## config.mk

```make
export PLATFORM = sky130hd
export DESIGN_NAME = adc_seq
export DESIGN_NICKNAME = d
export VERILOG_FILES = /design/src/rtl/adc_seq.sv
export SDC_FILE = /design/constraint.sdc
export NUM_CORES = 1
export LEC_CHECK = 0
export ABC_AREA = 1
export BUFFER_PORTS_ARGS = -buffer_cell sky130_fd_sc_hd__buf_2
export CAP_MARGIN = 20
export CORE_ASPECT_RATIO = 2
export CORE_MARGIN = 1
export CORE_UTILIZATION = 45
export CTS_CLUSTER_DIAMETER = 150
export DETAILED_ROUTE_END_ITERATION = 7
export GPL_ROUTABILITY_DRIVEN = 0
export GPL_TIMING_DRIVEN = 0
export PLACE_DENSITY = 0.66
export SKIP_CTS_REPAIR_TIMING = 1
export SLEW_MARGIN = 20
export SYNTH_ARGS = -nofsm -noshare
export SYNTH_HDL_FRONTEND = slang
export SYNTH_SLANG_ARGS = --single-unit
```

## constraint.sdc

```tcl
create_clock -name clk -period 2.8 [get_ports clk]
set_clock_uncertainty 0.1 [all_clocks]
set_input_delay 0.14 -clock clk [delete_from_list [all_inputs] [get_ports clk]]
set_output_delay 0.14 -clock clk [all_outputs]
set_load 0.02 [all_outputs]
```

## src/rtl/adc_seq.sv

```systemverilog
module adc_seq #(
  parameter int RES_W        = 10,
  parameter int DATA_W       = 16,
  parameter int CH_W         = 3,
  parameter int NORM_LEN     = 13,
  parameter int FIRST_LEN    = 25,
  parameter int NORM_SAMPLE  = 2,
  parameter int FIRST_SAMPLE = 14
) (
  input  logic              clk,
  input  logic              rst_n,
  input  logic              reg_we,
  input  logic [1:0]        reg_addr,
  input  logic [7:0]        reg_wdata,
  output logic [DATA_W-1:0] reg_rdata,
  input  logic [RES_W-1:0]  sample_in,
  output logic [CH_W-1:0]   chan_sel,
  output logic [1:0]        ref_sel,
  output logic              busy,
  output logic              irq
);
  localparam int CNT_W = $clog2(FIRST_LEN + 1);
  localparam int PAD   = DATA_W - RES_W;

  logic             en, done, ie, left, first, long_c;
  logic [2:0]       ps;
  logic [6:0]       pcnt;
  logic [CNT_W-1:0] tcnt;
  logic [RES_W-1:0] samp, res;
  logic [1:0]       ref_req;
  logic [CH_W-1:0]  ch_req;

  wire wr_ctrl = reg_we && (reg_addr == 2'd0);
  wire wr_sel  = reg_we && (reg_addr == 2'd1);

  wire [7:0] div = (ps < 3'd2) ? 8'd2 : (8'd1 << ps);
  wire tick      = en && ({1'b0, pcnt} == div - 8'd1);

  wire [CNT_W-1:0] tnext   = tcnt + 1'b1;
  wire [CNT_W-1:0] len     = long_c ? CNT_W'(FIRST_LEN) : CNT_W'(NORM_LEN);
  wire [CNT_W-1:0] spoint  = long_c ? CNT_W'(FIRST_SAMPLE) : CNT_W'(NORM_SAMPLE);

  wire abort   = busy && wr_ctrl && !reg_wdata[7];
  wire finish  = busy && tick && !abort && (tnext == len);
  wire capture = busy && tick && (tnext == spoint);
  wire start   = wr_ctrl && reg_wdata[7] && reg_wdata[6] && !busy;

  wire [1:0]      new_ref  = (reg_wdata[7:6] == 2'b10) ? ref_req : reg_wdata[7:6];
  wire [CH_W-1:0] new_ch   = reg_wdata[CH_W-1:0];
  wire            sel_open = !busy || finish || abort;

  always_ff @(posedge clk) begin
    if (!rst_n) begin
      en <= 1'b0; ps <= '0; ie <= 1'b0; done <= 1'b0; busy <= 1'b0;
      first <= 1'b0; long_c <= 1'b0; pcnt <= '0; tcnt <= '0;
      samp <= '0; res <= '0; left <= 1'b0;
      ref_req <= '0; ch_req <= '0; ref_sel <= '0; chan_sel <= '0;
    end else begin
      if (wr_ctrl) begin
        en <= reg_wdata[7];
        ie <= reg_wdata[3];
        ps <= reg_wdata[2:0];
      end

      if (start || !en || tick) pcnt <= '0;
      else                      pcnt <= pcnt + 7'd1;

      if (start)                                    first <= 1'b0;
      else if (wr_ctrl && reg_wdata[7] && !en)      first <= 1'b1;

      if (start) begin
        busy   <= 1'b1;
        long_c <= first || !en;
        tcnt   <= '0;
      end else begin
        if (finish || abort) busy <= 1'b0;
        if (busy && tick)    tcnt <= tnext;
      end

      if (capture) samp <= sample_in;
      if (finish)  res  <= samp;

      if (finish)                         done <= 1'b1;
      else if (wr_ctrl && reg_wdata[4])   done <= 1'b0;

      if (wr_sel) begin
        left    <= reg_wdata[5];
        ref_req <= new_ref;
        ch_req  <= new_ch;
      end
      if (sel_open) begin
        ref_sel  <= wr_sel ? new_ref : ref_req;
        chan_sel <= wr_sel ? new_ch  : ch_req;
      end
    end
  end

  always_comb begin
    case (reg_addr)
      2'd0:    reg_rdata = DATA_W'({en, busy, 1'b0, done, ie, ps});
      2'd1:    reg_rdata = DATA_W'({ref_sel, left, {(5-CH_W){1'b0}}, chan_sel});
      2'd2:    reg_rdata = left ? {res, {PAD{1'b0}}} : {{PAD{1'b0}}, res};
      default: reg_rdata = '0;
    endcase
  end

  assign irq = done && ie;
endmodule

```

Word-level counts from Yosys, hierarchy flattened
Cells that the tools add are included.

word-level totals
  flip-flop bits (word level) = 52
  bits in latches = 0
  memory bits (writable) = 0
  ROM bits = 0
  output and inout bits = 23
  memories = 0

operators by class
  $add $sub $neg = 3
  multipliers = 0
  div/mod/pow operators = 0
  $lt $le $gt $ge = 1
  equality and inequality tests = 6
  shift operators = 1
  mux-type cells = 12
  bitwise logic cells = 1
  reductions and logical operators = 30

operators with widths
  kind                                                         count
  one-hot mux 16 bit (3 select lines)                          1
  two-way mux 16 bit                                           1
  logical AND 1 bit                                            15
  == test 7 x 8 -> 1 bit                                       1
  two-way mux 8 bit                                            1
  << shifter 1 x 3 -> 8 bit (first input constant)             1
  subtractor 8 x 1 -> 8 bit (second input constant)            1
  adder 7 x 1 -> 7 bit (second input constant)                 1
  logical OR 1 bit                                             6
  adder 5 x 1 -> 5 bit (second input constant)                 1
  == test 5 x 4 -> 1 bit                                       1
  == test 5 bit                                                1
  two-way mux 5 bit                                            1
  == test 2 bit (second input constant)                        2
  logical NOT 1 bit                                            4
  two-way mux 1 bit                                            4
  two-way mux 2 bit                                            2
  two-way mux 4 bit                                            1
  nonzero test 2 bit                                           2
  OR reduction 2 bit                                           2
  less-than comparator 3 x 2 -> 1 bit (second input constant)  1
  two-way mux 3 bit                                            1
  == test 2 x 1 -> 1 bit (second input constant)               1
  logical NOT 2 bit                                            1
  NOT 1 bit                                                    1

Depth between registers and ports, before layout
Gate-level depths: netlist (run 1).

  word-level depth = 11
  gate-level depth with buffers = 16

Least setup slack after synthesis (run 1)
Ideal clock, no wire load.

  path kind = register -> register
  start = reg ps[1]
  end = reg samp[2]
  setup time = 0.113 ns
  arrival time = 1.843 ns
  data required time = 2.587 ns
  setup slack = 0.744 ns
  stages on the path, launching flop included = 15
  buffers on the path = 2
  period minus slack after synthesis = 2.056 ns
  cell sequence = dfxtp_1 -> buf_2 -> inv_1 -> nand2_1 -> ha_1 -> nor2_1 -> nor2_1 -> nand4_1 -> nor2_4 -> nand3_2 -> nor2_4 -> buf_4 -> nand4_1 -> nand2_1 -> nor2_1

between the ends
  longest elaborated chain between the ends = 7

ends and longest elaborated chain
  element                                                                           RTL line  text
  start: declaration                                                                26        logic [2:0] ps;
  start signal: assignment                                                          62        ps <= reg_wdata[2:0];
  less-than comparator 3 x 2 -> 1 bit or << shifter 1 x 3 -> 8 bit (tied branches)  36        wire [7:0] div = (ps < 3'd2) ? 8'd2 : (8'd1 << ps);
  two-way mux 8 bit (*)                                                             36
  subtractor 8 x 1 -> 8 bit (*)                                                     37        wire tick = en && ({1'b0, pcnt} == div - 8'd1);
  == test 7 x 8 -> 1 bit (*)                                                        37
  logical AND 1 bit (*)                                                             37
  logical AND 1 bit (*) (2 in a row)                                                45        wire capture = busy && tick && (tnext == spoint);
  end signal: assignment                                                            80        if (capture) samp <= sample_in;
  end: declaration                                                                  29        logic [RES_W-1:0] samp, res;

Every way passes the cells marked *; elsewhere a longest branch is shown, timed or not.
A chain may end at the register's enable or synchronous reset.

Final worst setup path (run 1)
  start = reg ps[2]
  end = reg samp[8]

The elaborated chain is that of the path after synthesis.

==> reports/summary.txt, run 1 <==
Outcome -> finished with violations
Failing checks -> design-rule violations
Max frequency -> 406 MHz
Critical path type -> reg2reg
Layout area overhead -> 16.7%
# IOs -> 46
Full die area -> 6400 sq um
Largest net degree at the start of global routing -> 16
Die height -> 112 um
Setup_tns -> 0 ns
Post-detail-place hpwl -> 5280 um
Warnings from Yosys -> 0
Total global-route track usage -> 23.1%
Core area -> 5760 sq um
Vias in the first global route -> 2569
Clk network pwr share -> 41.1%
RSZ-0062 raised after global routing -> no
DRT iter0 DRCs -> 105
Row Count -> 39
Die width -> 57.1 um
Detailed-route via count -> 2670
Post-route minimum period -> 2.47 ns
Pint -> 1.16 mW
Cts bufs inserted -> 5
Final Worst Setup Slack -> 0.334 ns
Worst EP required -> 2.89 ns
CTS tree -> yes
CP peak stage delay -> 0.46 ns
I/O Buffers -> 44
CP Cell Sequence -> inv_2, nand2_1, ha_1, inv_1, nand2_1, nand2_1, nand2_1, nand3_1, nor2_4, nand3_2, nor2_4, buf_4, nand4_1, nand2_1, nor2_1
CP max FO -> 10
1st-pass router iterations -> 6
Initial Utilization -> 47.4%
CP Launch Type -> register
Comb pwr share -> 9.7%
Setup crit end kind -> register
Initial antenna violation count -> 0
# nets final -> 484
Most frequent CP cell -> nand2_1
Tcrit/Tclk final -> 88.1%
Layout cell share with drive strength beyond 1 -> 15.5%
Peak supply drop -> 0.000385 V
Power Dens Cells -> 484 nW/um^2
Arr. time, crit path -> 2.56 ns
Clock Latency Late Sink -> 0.30 ns
# setup viols final -> 0
Worst path slowest cell -> dfxtp_1
Synthesized instance count -> 404
Slew Limit Fails -> 0
Layout fillers -> 601
Drt via density -> 5.15
Cell family with most CP delay -> simple AND/OR/NAND/NOR gates
Hold Fails Final Rpt -> 0
Pre-CTS setup slack -> 0.313 ns
Clk buf depth -> 2
Synthesized cell area -> 2730 sq um
Critical path startpoint -> ps[2]
Sequential power share -> 49.2%
Register bit count reported by yosys -> 52
GRT overflow -> 0
CTS Sinks -> 52
Switching Fraction -> 24.8%
Post-Route WL -> 6810 um
Global-route wire length before repair -> 11400 um
Root Buffer -> clkbuf_16
Post-Syn Nets -> 432
Register area share after synthesis -> 38.2%
Max H-tree Level -> 2
Worst-Margin Slew -> 0.607 ns
Slew headroom -> 59.5%
Sw power -> 0.383 mW
Most frequent cells in the layout -> nand2_1, nor2_1, inv_1
FF-to-FF Start -> ps[2]
Hold Crit Start -> reg_wdata[4]
WL/cell -> 13.1 um
CP bufs+invs -> 3
Worst-path clk slew -> 0.07 ns
Commonest non-fill, non-tap cell in the layout -> nand2_1
Max cap viols -> 0
DRC -> 4
P_leak -> 1.40 nW
N_diodes -> 0
Syn avg cell area -> 6.75 sq um
Routed Antenna Nets -> 0
Netlist cell types -> 34
Worst hold path class -> in2reg
==> state kept, by name (all words and copies together), names as in the netlist, 2 cells and up <==
signal and flops:
res 10, samp 10, pcnt 7, tcnt 5, ch_req 3, chan_sel 3, ps 3, ref_req 2
ref_sel 2
==> per-stage QoR <==
step                power, mW  hold slack, ns  instance area, sq um  utilization, %  cells
global placement        0.922           0.266                  3020            52.5    509
CTS                      1.55         -0.0212                  3170            55.1    517
finish                   1.54          0.0120                  3180            55.3    518
global route             1.60          0.0403                  3180            55.3    518
detailed placement      0.923           0.287                  3020            52.5    509
floorplan               0.874           0.175                  2730               -    404
==> cells by family (layout without fill, tap and decap cells) <==
logic type | Yosys count | in the layout | synth area share (%)
AOI/OAI and AO/OA | 53 | 53 | 11.5
xor gates and xnor gates | 5 | 5 | 1.61
adders and majority gates | 5 | 5 | 2.29
buffers and inverters | 71 | 124 | 10.3
DFF | 52 | 52 | 38.2
muxes | 3 | 3 | 1.10
other | 1 | 1 | 0.137
and+or+nand+nor | 214 | 214 | 35.0
==> Yosys cell counts <==
library cell  count  area share (%)
nand4_4           1            0.78
mux2i_1           3             1.1
nand2_2           1            0.23
buf_4             1            0.28
a21boi_0          2            0.55
nand4_1          15             3.4
nand4_2           1            0.46
o21ai_0          20             3.7
conb_1            1            0.14
xnor2_1           1            0.32
a21oi_1          15             2.8
clkbuf_1          7            0.96
dfxtp_1          52              38
nor2_1           78              11
nor2_4            4             1.7
inv_1            55             7.6
clkinv_1          1            0.14
buf_2             2            0.37
a21oi_2           2            0.64
nor2_2            1            0.23
buf_6             1            0.41
nor3_1            6             1.1
nand3_1          25             4.6
o21ai_1           2            0.37
o221ai_1          5             1.6
nand2_1          80              11
inv_2             4            0.55
o22ai_1           1            0.23
nand3_2           2            0.73
a211oi_1          2            0.55
a21boi_1          3            0.83
xor2_1            4             1.3
o21a_1            1            0.28
ha_1              5             2.3
==> power by group through the flow <==
stage / logic (mW) / registers (mW) / clock network, mW
4_1_cts: 0.149 / 0.758 / 0.642
3_5_place_dp: 0.148 / 0.775 / 0
2_1_floorplan: 0.0958 / 0.778 / 0
6_report: 0.149 / 0.759 / 0.634
3_3_place_gp: 0.146 / 0.775 / 0
5_1_grt: 0.167 / 0.760 / 0.677
==> worst reg2reg max path: stages, from the launching register on <==
cell     delay, ns
dfxtp_1       0.46
inv_2         0.12
nand2_1       0.12
ha_1          0.27
inv_1         0.11
nand2_1       0.07
nand2_1       0.05
nand2_1       0.05
nand3_1       0.11
nor2_4        0.19
nand3_2       0.13
nor2_4        0.15
buf_4         0.20
nand4_1       0.11
nand2_1       0.09
nor2_1        0.04
==> metal layers <==
metal	GRT usage [%]	wire length [um]
met5	0	0
met2	45.0	3780
met1	23.3	2660
met3	3.11	199
met4	10.1	174
==> final cells by class <==
type / instances / area (sq um) / share of cell area (%)
Tap cell: 61 / 76.3 / 2.40
Multi-Input combinational cell: 281 / 1410 / 44.2
Clock buffer: 7 / 143 / 4.48
Buffer: 11 / 55.1 / 1.73
Sequential cell: 52 / 1040 / 32.7
Inverter: 60 / 225 / 7.07
Clock inverter: 1 / 7.51 / 0.236
Timing Repair Buffer: 45 / 230 / 7.23
==> path summary, 6_finish.rpt <==
| kind | slack, ns | cells after the start | end |
|---|---|---|---|
| max | 0.33 | 15 | samp[8] |
| min reg2reg | 0.36 | 2 | first |
| min | 0.01 | 4 | done |
| max reg2reg | 0.33 | 15 | samp[8] |
(Power assumes the default switching activity.)
==> run 2, diff against run 1 <==
Settings changed: ABC_AREA 1 to default, CORE_MARGIN 1 to 2.
==> run 2 against run 1 <==
- the flow finishes with violations (design-rule violations, negative hold slack)
- sequential share of layout area shrank 1.0 points
- sequential cell count unchanged
- synthesized cell count decreased by 19%
- setup slack worse by 0.16 ns
- area after synthesis fell by 1.4%
- critical path type unchanged
- largest cell class unchanged
- largest power group unchanged
==> reports/summary.txt, run 2 <==
Outcome -> finished with violations
Synth cell count leaders -> dfxtp_1, nand2_1, a21oi_1
Post-synth ARST share -> 0%
Cell family with most CP delay -> simple AND/OR/NAND/NOR gates
Multi-input gate area -> 1600 sq um
Power Dens Cells -> 453 nW/um^2
Drt via density -> 5.73
Placed cells -> 434
P_leak -> 1.27 nW
Cts bufs inserted -> 5
Final Worst Setup Slack -> 0.174 ns
CP max FO -> 10
Post-Route WL -> 7240 um
Hold Slack -> -0.00982 ns
DRC -> 2
CP bufs+invs -> 2
CTS tree -> yes
Syn avg cell area -> 8.18 sq um
Pre-CTS setup slack -> -0.436 ns
Worst EP required -> 2.87 ns
Layout cell share with drive strength beyond 1 -> 20.5%
Sequential cell area -> 1040 sq um
Arr. time, crit path -> 2.70 ns
Global-route wire length before repair -> 11000 um
Detailed-route via count -> 2584
Critical path type -> reg2reg
Setup_tns -> 0 ns
Register bit count reported by yosys -> 52
# IOs -> 46
CP Cell Sequence -> buf_6, or2_4, ha_4, nor4b_4, o31a_1, o21a_1, nand4_1, a2111oi_4, buf_4, o31ai_1
Max frequency -> 381 MHz
# nets final -> 417
Clk buf depth -> 2
CTS Sinks -> 52
Synthesized instance count -> 329
Core area -> 5760 sq um
Initial antenna violation count -> 0
Peak supply drop -> 0.000555 V
Die height -> 113 um
R2R depth -> 10
Failing checks -> design-rule violations, negative hold slack
Total Power -> 1.49 mW
Synth area leaders -> dfxtp_1, mux2i_1, a21oi_1
Max cap viols -> 0
Setup crit end kind -> register
# setup viols final -> 0
N_diodes -> 0
Routed Antenna Nets -> 0
Warnings from Yosys -> 0
Commonest non-fill, non-tap cell in the layout -> dfxtp_1
WL/cell -> 16.1 um
Worst hold path class -> in2reg
Initial Utilization -> 46.7%
Synthesized cell area -> 2690 sq um
Most frequent cell after synthesis -> dfxtp_1
1st-pass router iterations -> 6
Largest area contributor in the netlist -> dfxtp_1
Synth top area share -> 38.7%
DRT iter0 DRCs -> 95
Finished layout cell area -> 3300 sq um
CP peak stage delay -> 0.37 ns
GRT overflow -> 0
Netlist cell types -> 52
Tcrit/Tclk final -> 93.8%
Layout fillers -> 553
Layout area overhead -> 22.6%
Core Util, Final -> 57.3%
Register area share after synthesis -> 38.7%
Vias in the first global route -> 2369
Worst-path clk slew -> 0.07 ns
Slew headroom -> 37.4%
CP Launch Type -> register
Slew Limit Fails -> 0
Final Non-Filler Cells -> 451
Top_reg_cell synth -> dfxtp_1
Post-Syn Nets -> 357
Post-route minimum period -> 2.63 ns
Post-detail-place hpwl -> 5290 um
Total global-route track usage -> 21.4%
Max H-tree Level -> 2
Most frequent cells in the layout -> dfxtp_1, buf_2, nand2_1
Clock Latency Late Sink -> 0.29 ns
Largest net degree at the start of global routing -> 17
CP Depth -> 10
Full die area -> 6650 sq um
Die width -> 58.7 um
I/O Buffers -> 44
Row Count -> 39
Hold Crit Depth -> 3
Root Buffer -> clkbuf_16
Largest regs -> res x10, samp x10, pcnt x7
Area of placed instances -> 2990 sq um
Worst path slowest cell -> dfxtp_4
Number of flops mapped to enable cells by yosys -> 0
RSZ-0062 raised after global routing -> no
Worst-Margin Slew -> 0.937 ns
Hold Fails Final Rpt -> 2
run 2: cell count changes in the layout (fill, tap and decap cells not counted), sizes merged, moves of 7 or more:
cell    change
nor2       -62
inv        -50
nand2      -47
mux2i      +16
a21oi      +14
nand4      -14
buf        +13
and3        +8
nand2b      +7
o21ai       +7
run 2: cell families (layout without fill, tap and decap cells):
kind of cell	Yosys count	after routing	share of synthesized area, %
multiplexers	19	19	7.07
other	1	1	0.139
flip-flops	52	52	38.7
buffers and inverters	29	90	4.70
AO/OA/AOI/OAI	85	85	18.9
AND/OR/NAND/NOR	129	129	25.3
adder cells (fa/ha/maj)	5	5	2.33
XOR/XNOR	9	9	2.93
run 2: path summary, 6_finish.rpt:
kind                      from     endpoint  slack (ns)
hold reg to reg     ref_req[1]   ref_req[1]        0.35
hold / removal    reg_wdata[3]           ie       -0.01
setup reg to reg         ps[2]  chan_sel[2]        0.17
setup / recovery         ps[2]  chan_sel[2]        0.17
run 2: power breakdown:
group / switching, mW / internal (mW)
Combinational: 0.0691 / 0.0411
Clock: 0.271 / 0.356
Sequential: 0.00755 / 0.748
run 2: routing by layer:
metal  part of all wire (%)  GRT usage (%)
met5                      0              0
met4                    3.7           11.1
met3                    3.3           3.20
met2                     53           38.7
met1                     40           23.1
run 2: final cells by class:
cell class / count / share of cell area, %
clock buffers: 6 / 4.21
plain buffers: 20 / 3.19
well taps: 61 / 2.31
flip-flops and latches: 52 / 31.7
clock inverters: 2 / 0.455
repair buffers: 53 / 8.73
inverters: 9 / 1.02
multi-input cells: 248 / 48.4
run 2: tightest hold or removal path, stage by stage:
cell     delay (ns)
buf_2          0.10
nand2_1        0.05
a21oi_1        0.05
